[src/rtl/ext_bus_waitgen.sv]
module ext_bus_waitgen #(
  parameter int ADDR_W = 24,
  parameter int AREAS  = 8,
  parameter int CNT_W  = 2
) (
  input  logic              clk,
  input  logic              rst_n,
  input  logic              cfg_load,
  input  logic [AREAS-1:0]  cfg_wide,
  input  logic [AREAS-1:0]  cfg_three,
  input  logic [AREAS-1:0]  cfg_wen,
  input  logic [1:0]        cfg_mode,
  input  logic [CNT_W-1:0]  cfg_cnt,
  input  logic              start,
  input  logic [ADDR_W-1:0] addr,
  input  logic              we,
  input  logic              wait_n,
  output logic              as_n,
  output logic              rd_n,
  output logic              uwr_n,
  output logic              lwr_n,
  output logic              done
);
  localparam int AW = $clog2(AREAS);
  localparam logic [1:0] M_NONE = 2'b00, M_PIN = 2'b01, M_AUTO = 2'b10, M_PROG = 2'b11;

  typedef enum logic [2:0] {S_IDLE, S_T1, S_T2, S_TW, S_T3} state_t;

  state_t            state;
  logic [AREAS-1:0]  wide_q, three_q, wen_q;
  logic [1:0]        mode_q, c_mode;
  logic [CNT_W-1:0]  cnt_q, c_cnt, rem;
  logic              c_three, c_wide, c_lo, c_we;
  logic [7:0]        waits;

  wire [AW-1:0] area = addr[ADDR_W-1 -: AW];
  wire          busy = (state != S_IDLE);

  always_ff @(posedge clk or negedge rst_n) begin
    if (!rst_n) begin
      wide_q  <= '0;
      three_q <= '1;
      wen_q   <= '1;
      mode_q  <= M_PROG;
      cnt_q   <= CNT_W'(3);
    end else if (cfg_load) begin
      wide_q  <= cfg_wide;
      three_q <= cfg_three;
      wen_q   <= cfg_wen;
      mode_q  <= cfg_mode;
      cnt_q   <= cfg_cnt;
    end
  end

  always_ff @(posedge clk or negedge rst_n) begin
    if (!rst_n) begin
      state   <= S_IDLE;
      rem     <= '0;
      c_three <= 1'b0;
      c_wide  <= 1'b0;
      c_lo    <= 1'b0;
      c_we    <= 1'b0;
      c_mode  <= M_NONE;
      c_cnt   <= '0;
      waits   <= '0;
    end else begin
      case (state)
        S_IDLE: if (start) begin
          c_three <= three_q[area];
          c_wide  <= wide_q[area];
          c_lo    <= wide_q[area] & addr[0];
          c_we    <= we;
          c_mode  <= wen_q[area] ? mode_q : M_PIN;
          c_cnt   <= wen_q[area] ? cnt_q : '0;
          waits   <= '0;
          state   <= S_T1;
        end
        S_T1: state <= S_T2;
        S_T2: begin
          if (!c_three) state <= S_IDLE;
          else begin
            unique case (c_mode)
              M_NONE: state <= S_T3;
              M_PROG: begin
                state <= (c_cnt != 0) ? S_TW : S_T3;
                rem   <= c_cnt;
              end
              M_AUTO: begin
                state <= (!wait_n && c_cnt != 0) ? S_TW : S_T3;
                rem   <= c_cnt;
              end
              M_PIN: begin
                state <= (c_cnt != 0 || !wait_n) ? S_TW : S_T3;
                rem   <= c_cnt;
              end
            endcase
          end
        end
        S_TW: begin
          waits <= waits + 8'd1;
          if (rem > 1) rem <= rem - 1'b1;
          else if (c_mode == M_PIN && !wait_n) rem <= '0;
          else state <= S_T3;
        end
        S_T3: state <= S_IDLE;
        default: state <= S_IDLE;
      endcase
    end
  end

  wire wr_phase = c_we && (state == S_T2 || state == S_TW || state == S_T3);

  assign as_n  = !busy;
  assign rd_n  = !(busy && !c_we);
  assign uwr_n = !(wr_phase && !c_lo);
  assign lwr_n = !(wr_phase && c_lo);
  assign done  = (state == S_T2 && !c_three) || (state == S_T3);

  a_r3_two_state_short: assert property (@(posedge clk) disable iff (!rst_n)
    (state == S_T1 && !c_three) |=> done);
  a_r4_narrow_lower_quiet: assert property (@(posedge clk) disable iff (!rst_n)
    (busy && !c_wide) |-> lwr_n);
  a_r5_single_lane: assert property (@(posedge clk) disable iff (!rst_n)
    !(!uwr_n && !lwr_n));
  a_r6_done_pulse: assert property (@(posedge clk) disable iff (!rst_n)
    done |=> !done);
  a_r12_no_early_end: assert property (@(posedge clk) disable iff (!rst_n)
    (busy && !done) |=> busy);
  a_r8_prog_exact: assert property (@(posedge clk) disable iff (!rst_n)
    (state == S_T3 && c_mode == M_PROG) |-> (waits == 8'(c_cnt)));
  a_r9_auto_bounded: assert property (@(posedge clk) disable iff (!rst_n)
    (state == S_T3 && c_mode == M_AUTO) |-> (waits == 8'd0 || waits == 8'(c_cnt)));
endmodule

[config.mk]
export PLATFORM = sky130hd
export DESIGN_NAME = ext_bus_waitgen
export DESIGN_NICKNAME = d
export VERILOG_FILES = /design/src/rtl/ext_bus_waitgen.sv
export SDC_FILE = /design/constraint.sdc
export NUM_CORES = 1
export LEC_CHECK = 0
export BUFFER_PORTS_ARGS = -buffer_cell sky130_fd_sc_hd__clkbuf_2
export CORE_MARGIN = 2
export CORE_UTILIZATION = 45
export DETAILED_ROUTE_END_ITERATION = 10
export PLACE_DENSITY_LB_ADDON = 0.25
export SYNTH_ARGS = -nofsm -noshare
export SYNTH_HDL_FRONTEND = slang
export SYNTH_SLANG_ARGS = --single-unit
[constraint.sdc]
create_clock -name clk -period 3.16 [get_ports clk]
set_input_delay 0.474 -clock clk [delete_from_list [all_inputs] [get_ports clk]]
set_output_delay 0.474 -clock clk [all_outputs]
set_load 0.02 [all_outputs]
## Word level (Yosys, flattened, before mapping)

Cells that the tools add are included.

- Bits in registers: 40
- Input bits: 58
- Output and inout bits: 5
- Logic and storage cells: 79

- $add $sub $neg: 1
- $lt $le $gt $ge: 2
- Eq/ne operators: 13
- Multiplexer cells: 22
- Bitwise operators: 1
- Reductions and logical operators: 28

Operator list:

| kind | number |
|---|---|
| 3-bit case mux with 4 select lines | 2 |
| 3-bit two-way mux | 7 |
| 2-bit two-way mux | 6 |
| 2-bit != test, second input constant | 5 |
| 1-bit binary-select mux with 3-bit select | 3 |
| 1-bit zero test | 8 |
| 1-bit logical AND | 7 |
| 3-bit by 2-bit equality test with 1-bit output, second input constant | 2 |
| 2-bit equality test, second input constant | 2 |
| 1-bit logical OR | 4 |
| 3-bit by 4-bit < comparator with 1-bit output, second input constant | 1 |
| 2-bit case mux with 2 select lines | 1 |
| 4-bit AND reduction | 1 |
| 2-bit nonzero test | 2 |
| 3-bit by 1-bit equality test with 1-bit output, second input constant | 1 |
| 3-bit equality test, second input constant | 1 |
| 3-bit zero test | 1 |
| 1-bit two-way mux | 3 |
| 3-bit != test, second input constant | 1 |
| 3-bit AND reduction | 1 |
| 3-bit nonzero test | 1 |
| 3-bit OR reduction | 1 |
| 2-bit by 1-bit equality test with 1-bit output, second input constant | 1 |
| 2-bit by 1-bit > comparator with 1-bit output, second input constant | 1 |
| other kinds (4) | 4 |

## Depth between registers and ports, before layout

- Word-level depth: 6
- Gate-level depth with buffers: 5
- Depth with buffers taken out: 4

## Worst setup path before layout

OpenSTA, ideal clock, no wires.

- Path type: reg-to-output
- From: register state[2]
- To: output done
- Arrival: 1.123 ns
- Data required time: 2.686 ns
- Slack: 1.563 ns
- Stages on the path, launching flop included: 4
- Path buffers: 0
- Path through: dfrtp_1 -> and2b_4 -> nand2b_1 -> a21oi_1

- Longest elaborated chain between the ends: 3
- Elaborated cells between the ends (all ways): 4
- Classes of those cells: eq/ne: 2; reduce/logical: 2

RTL lines:

| element | RTL line | source |
|---|---|---|
| start: declaration | 29 | `state_t state;` |
| start signal: assignment | 85 | `state <= (c_cnt != 0) ? S_TW : S_T3;` |
| start signal: assignment | 89 | `state <= (!wait_n && c_cnt != 0) ? S_TW : S_T3;` |
| start signal: assignment | 93 | `state <= (c_cnt != 0 \|\| !wait_n) ? S_TW : S_T3;` |
| 3-bit by 2-bit equality test with 1-bit output | 117 | `assign done = (state == S_T2 && !c_three) \|\| (state == S_T3);` |
| 1-bit logical AND | 117 |  |
| 1-bit logical OR * | 117 |  |
| end: declaration | 22 | `output logic done` |

Mark *: on every way between the ends. The rest lies on a longest branch, timed or not.

## Worst setup path in the final report

Ends and elaborated chain as after synthesis.

==> results_dict.tcl <==
set metrics [dict create \
    outcome "completed" \
    crit_type "reg -> out" \
    crit_arrival_ns 1.45 \
    finalSetupViolCount 0 \
    grt_max_degree 41 \
    crit_start "state[2]" \
    crit_path_start_kind "flop" \
    vias 1265 \
    vias_per_cell 5.38 \
    p_leak_nw 0.988 \
    max-clock-path-buffers 2 \
    core_area_um2 4030 \
    slowest_delay_ns 0.44 \
    synth_top_area_share_pct 27.8 \
    clockRootBuffer "clkbuf_8" \
    ys.flop_type "dfstp_2" \
    cellPowerDensity_nw_per_um2 669 \
    hold_buffers 0 \
    slew_violations 0 \
    async_reset_ff_share_pct 100 \
    min_path_type "in -> async" \
    post-route-cell-area_um2 2220 \
    die_h_um 68.8 \
    path_buf_inv 1 \
    crit_chain "and2b_4, nand2b_1, a21oi_1, clkbuf_2" \
    initial_core_util_pct 46.9 \
    place_hpwl_um 2590 \
    crit_fanout 7 \
    grt_pass1_vias 1335 \
    numCtsBuffers 5 \
    postCtsSetupBuffers 0 \
    reg2reg_from "state[0]" \
    fmax_mhz 520 \
    clock-sinks 40 \
    netlist_instances 142 \
    min_period_ns 1.92 \
    routedWlPerCell_um 14.8 \
    post_synth.cell_area_avg_um2 13.3 \
    dpl_cell_area_um2 2120 \
    yosysTopAreaCell "dfstp_2" \
    ioPinCount 63 \
    n_fill_cell 356 \
    multi_input_area_um2 813 \
    final_hold_viol_count 0 \
    path_depth 4 \
    synth_nets 200 \
    port_buffers 42 \
    clock_skew_ns 0.00471 \
    area_delta_synth_final_pct 17.2 \
    antenna_found_initial 0 \
    drive_above_1_share_pct 58.9 \
    antennaDiodeCount 0 \
    required_ns 2.69 \
    setup_tns_ns 0 \
    first_pass_iters 4 \
    ys_ff_latch 40 \
    grt_usage_pct 17.4 \
    gp_congestion 0.743 \
    routed_wl_um 3480 \
    grt.overflow.total 0 \
    rsz0062_at_grt "no" \
    ctsResizeCount 0 \
    r2r_setup_slack_ns 1.60 \
    die_w_um 68.8 \
    rr_worst_depth 4 \
    end_kind "output port" \
    drt_iter0_drc 70 \
    placementRows 23 \
    synth_edf_count 0 \
    insertion_delay_ns 0.28 \
    synth_warnings 0 \
    die_area_um2 4740 \
    clk_pin_slew_ns 0.07 \
    crit_family "flip-flops" \
    synth_cell_types 36 \
    grt_pass1_wl_um 5870 \
    finalCritPeriodShare_pct 60.8 \
    tritoncts "yes" \
    netlist_area_um2 1890 \
    worst_pin_slew_ns 0.945 \
    htreeDepth 2 \
    drt.antenna.violating_nets 0 \
    seqCellArea_um2 1030 \
    synth-seq-area-share_pct 54.3 \
    finalNetCount 242 \
    yosys-top-cells-area "dfstp_2 28%, dfrtp_1 26%, mux2_2 18%, mux4_1 2.8%, mux4_2 2.4%" \
    slew_headroom_pct 37.0 \
    drcViolationCount 0 \
    max-cap-violations 0 \
    cp_slowest_cell "dfrtp_1" \
    vdd_ir_drop_max_v 0.000305 \
]
final timing paths:
path,endpoint
max,done
min,c_mode[1]
max reg2reg,c_cnt[1]
min reg2reg,c_mode[0]
max in group asynchronous,wide_q[0]
min in group clk,mode_q[0]
cells in the mapped netlist, types with 2 or more instances:
| cell type | instances |
|---|---|
| nor2_1 | 7 |
| buf_2 | 4 |
| nand3_1 | 5 |
| inv_1 | 3 |
| dfstp_2 | 20 |
| dfrtp_1 | 20 |
| o211ai_1 | 4 |
| a21oi_1 | 3 |
| nor3b_1 | 2 |
| mux2i_1 | 4 |
| mux4_1 | 2 |
| mux2_2 | 30 |
| mux4_2 | 2 |
| o21ai_0 | 5 |
| a22o_1 | 3 |
| nand2b_1 | 2 |
| nand2_1 | 7 |
stage by stage:
step	util, %	std cells	hold WS [ns]	total power (W)	setup slack (ns)
after floorplan	-	142	0.178	0.00103	1.56
after global placement	52.7	227	0.488	0.00113	1.44
after detailed placement	52.7	227	0.504	0.00116	1.41
after CTS	55.0	235	0.357	0.00151	1.23
after global routing	55.0	235	0.396	0.00159	1.18
final	55.0	235	0.314	0.00148	1.24
power breakdown:
group          switching, W  leakage (nW)  total [W]  internal, W
clock network      0.000168        0.0510   0.000342     0.000174
logic              0.000213         0.482   0.000417     0.000204
registers         0.0000959         0.456   0.000725     0.000629
total              0.000476         0.988    0.00148      0.00101
routing by layer:
layer	up-vias	wire [µm]	track usage [%]
met4	0	55	9.56
li1	598	-	-
met1	627	1330	18.8
met5	-	0	0
met2	35	1890	31.0
met3	5	210	4.06
cells in the final DEF (no fill, tap or decap):
cell type,count
clkinv_2,2
mux4_2,2
o31a_1,1
nand4_1,1
a21oi_1,3
nor3_2,1
nand3_1,5
a21o_1,1
dfrtp_1,20
clkbuf_8,6
nand2_2,1
o211ai_1,4
dfstp_2,20
mux4_1,2
inv_1,3
nand2_1,7
o2bb2ai_1,1
mux2_2,30
or2_2,1
nor2_1,7
a22o_1,3
o311ai_0,1
o31ai_1,1
and2b_4,1
nand3b_1,1
nor3b_1,2
nand2b_1,2
nor3_1,1
nor3_4,1
mux2i_1,4
nor2b_2,1
o21ai_0,5
a31oi_1,1
and4bb_2,1
clkbuf_2,42
registers in the layout, indices dropped and copies added, names as in the netlist, 2 cells and up:
name	count
mode_q	2
cnt_q	2
wen_q	8
c_cnt	2
c_mode	2
state	3
wide_q	8
three_q	8
rem	2
worst reg2reg max path: cells and delay by family, from the launching register on:
family / cells / cell delay, ns
DFF: 1 / 0.50
and+or+nand+nor: 3 / 0.81
AOI/OAI and AO/OA: 1 / 0.19
cell type report:
type | count | share of cell area, %
sequential | 40 | 46.3
multi-input combinational | 92 | 36.7
timing repair buffer | 42 | 9.49
clock buffer | 6 | 3.73
tap | 50 | 2.82
inverter | 3 | 0.508
clock inverter | 2 | 0.452
logic make-up (layout without fill, tap and decap cells):
logic type,after synthesis,in the layout,synth area share (%)
flip-flops,40,40,54.3
multiplexers,38,38,25.1
AND/OR/NAND/NOR,33,33,10.3
AO/OA/AOI/OAI,21,21,7.61
buffers and inverters,10,53,2.71
Note: power is estimated with default switching activity, not from simulation.
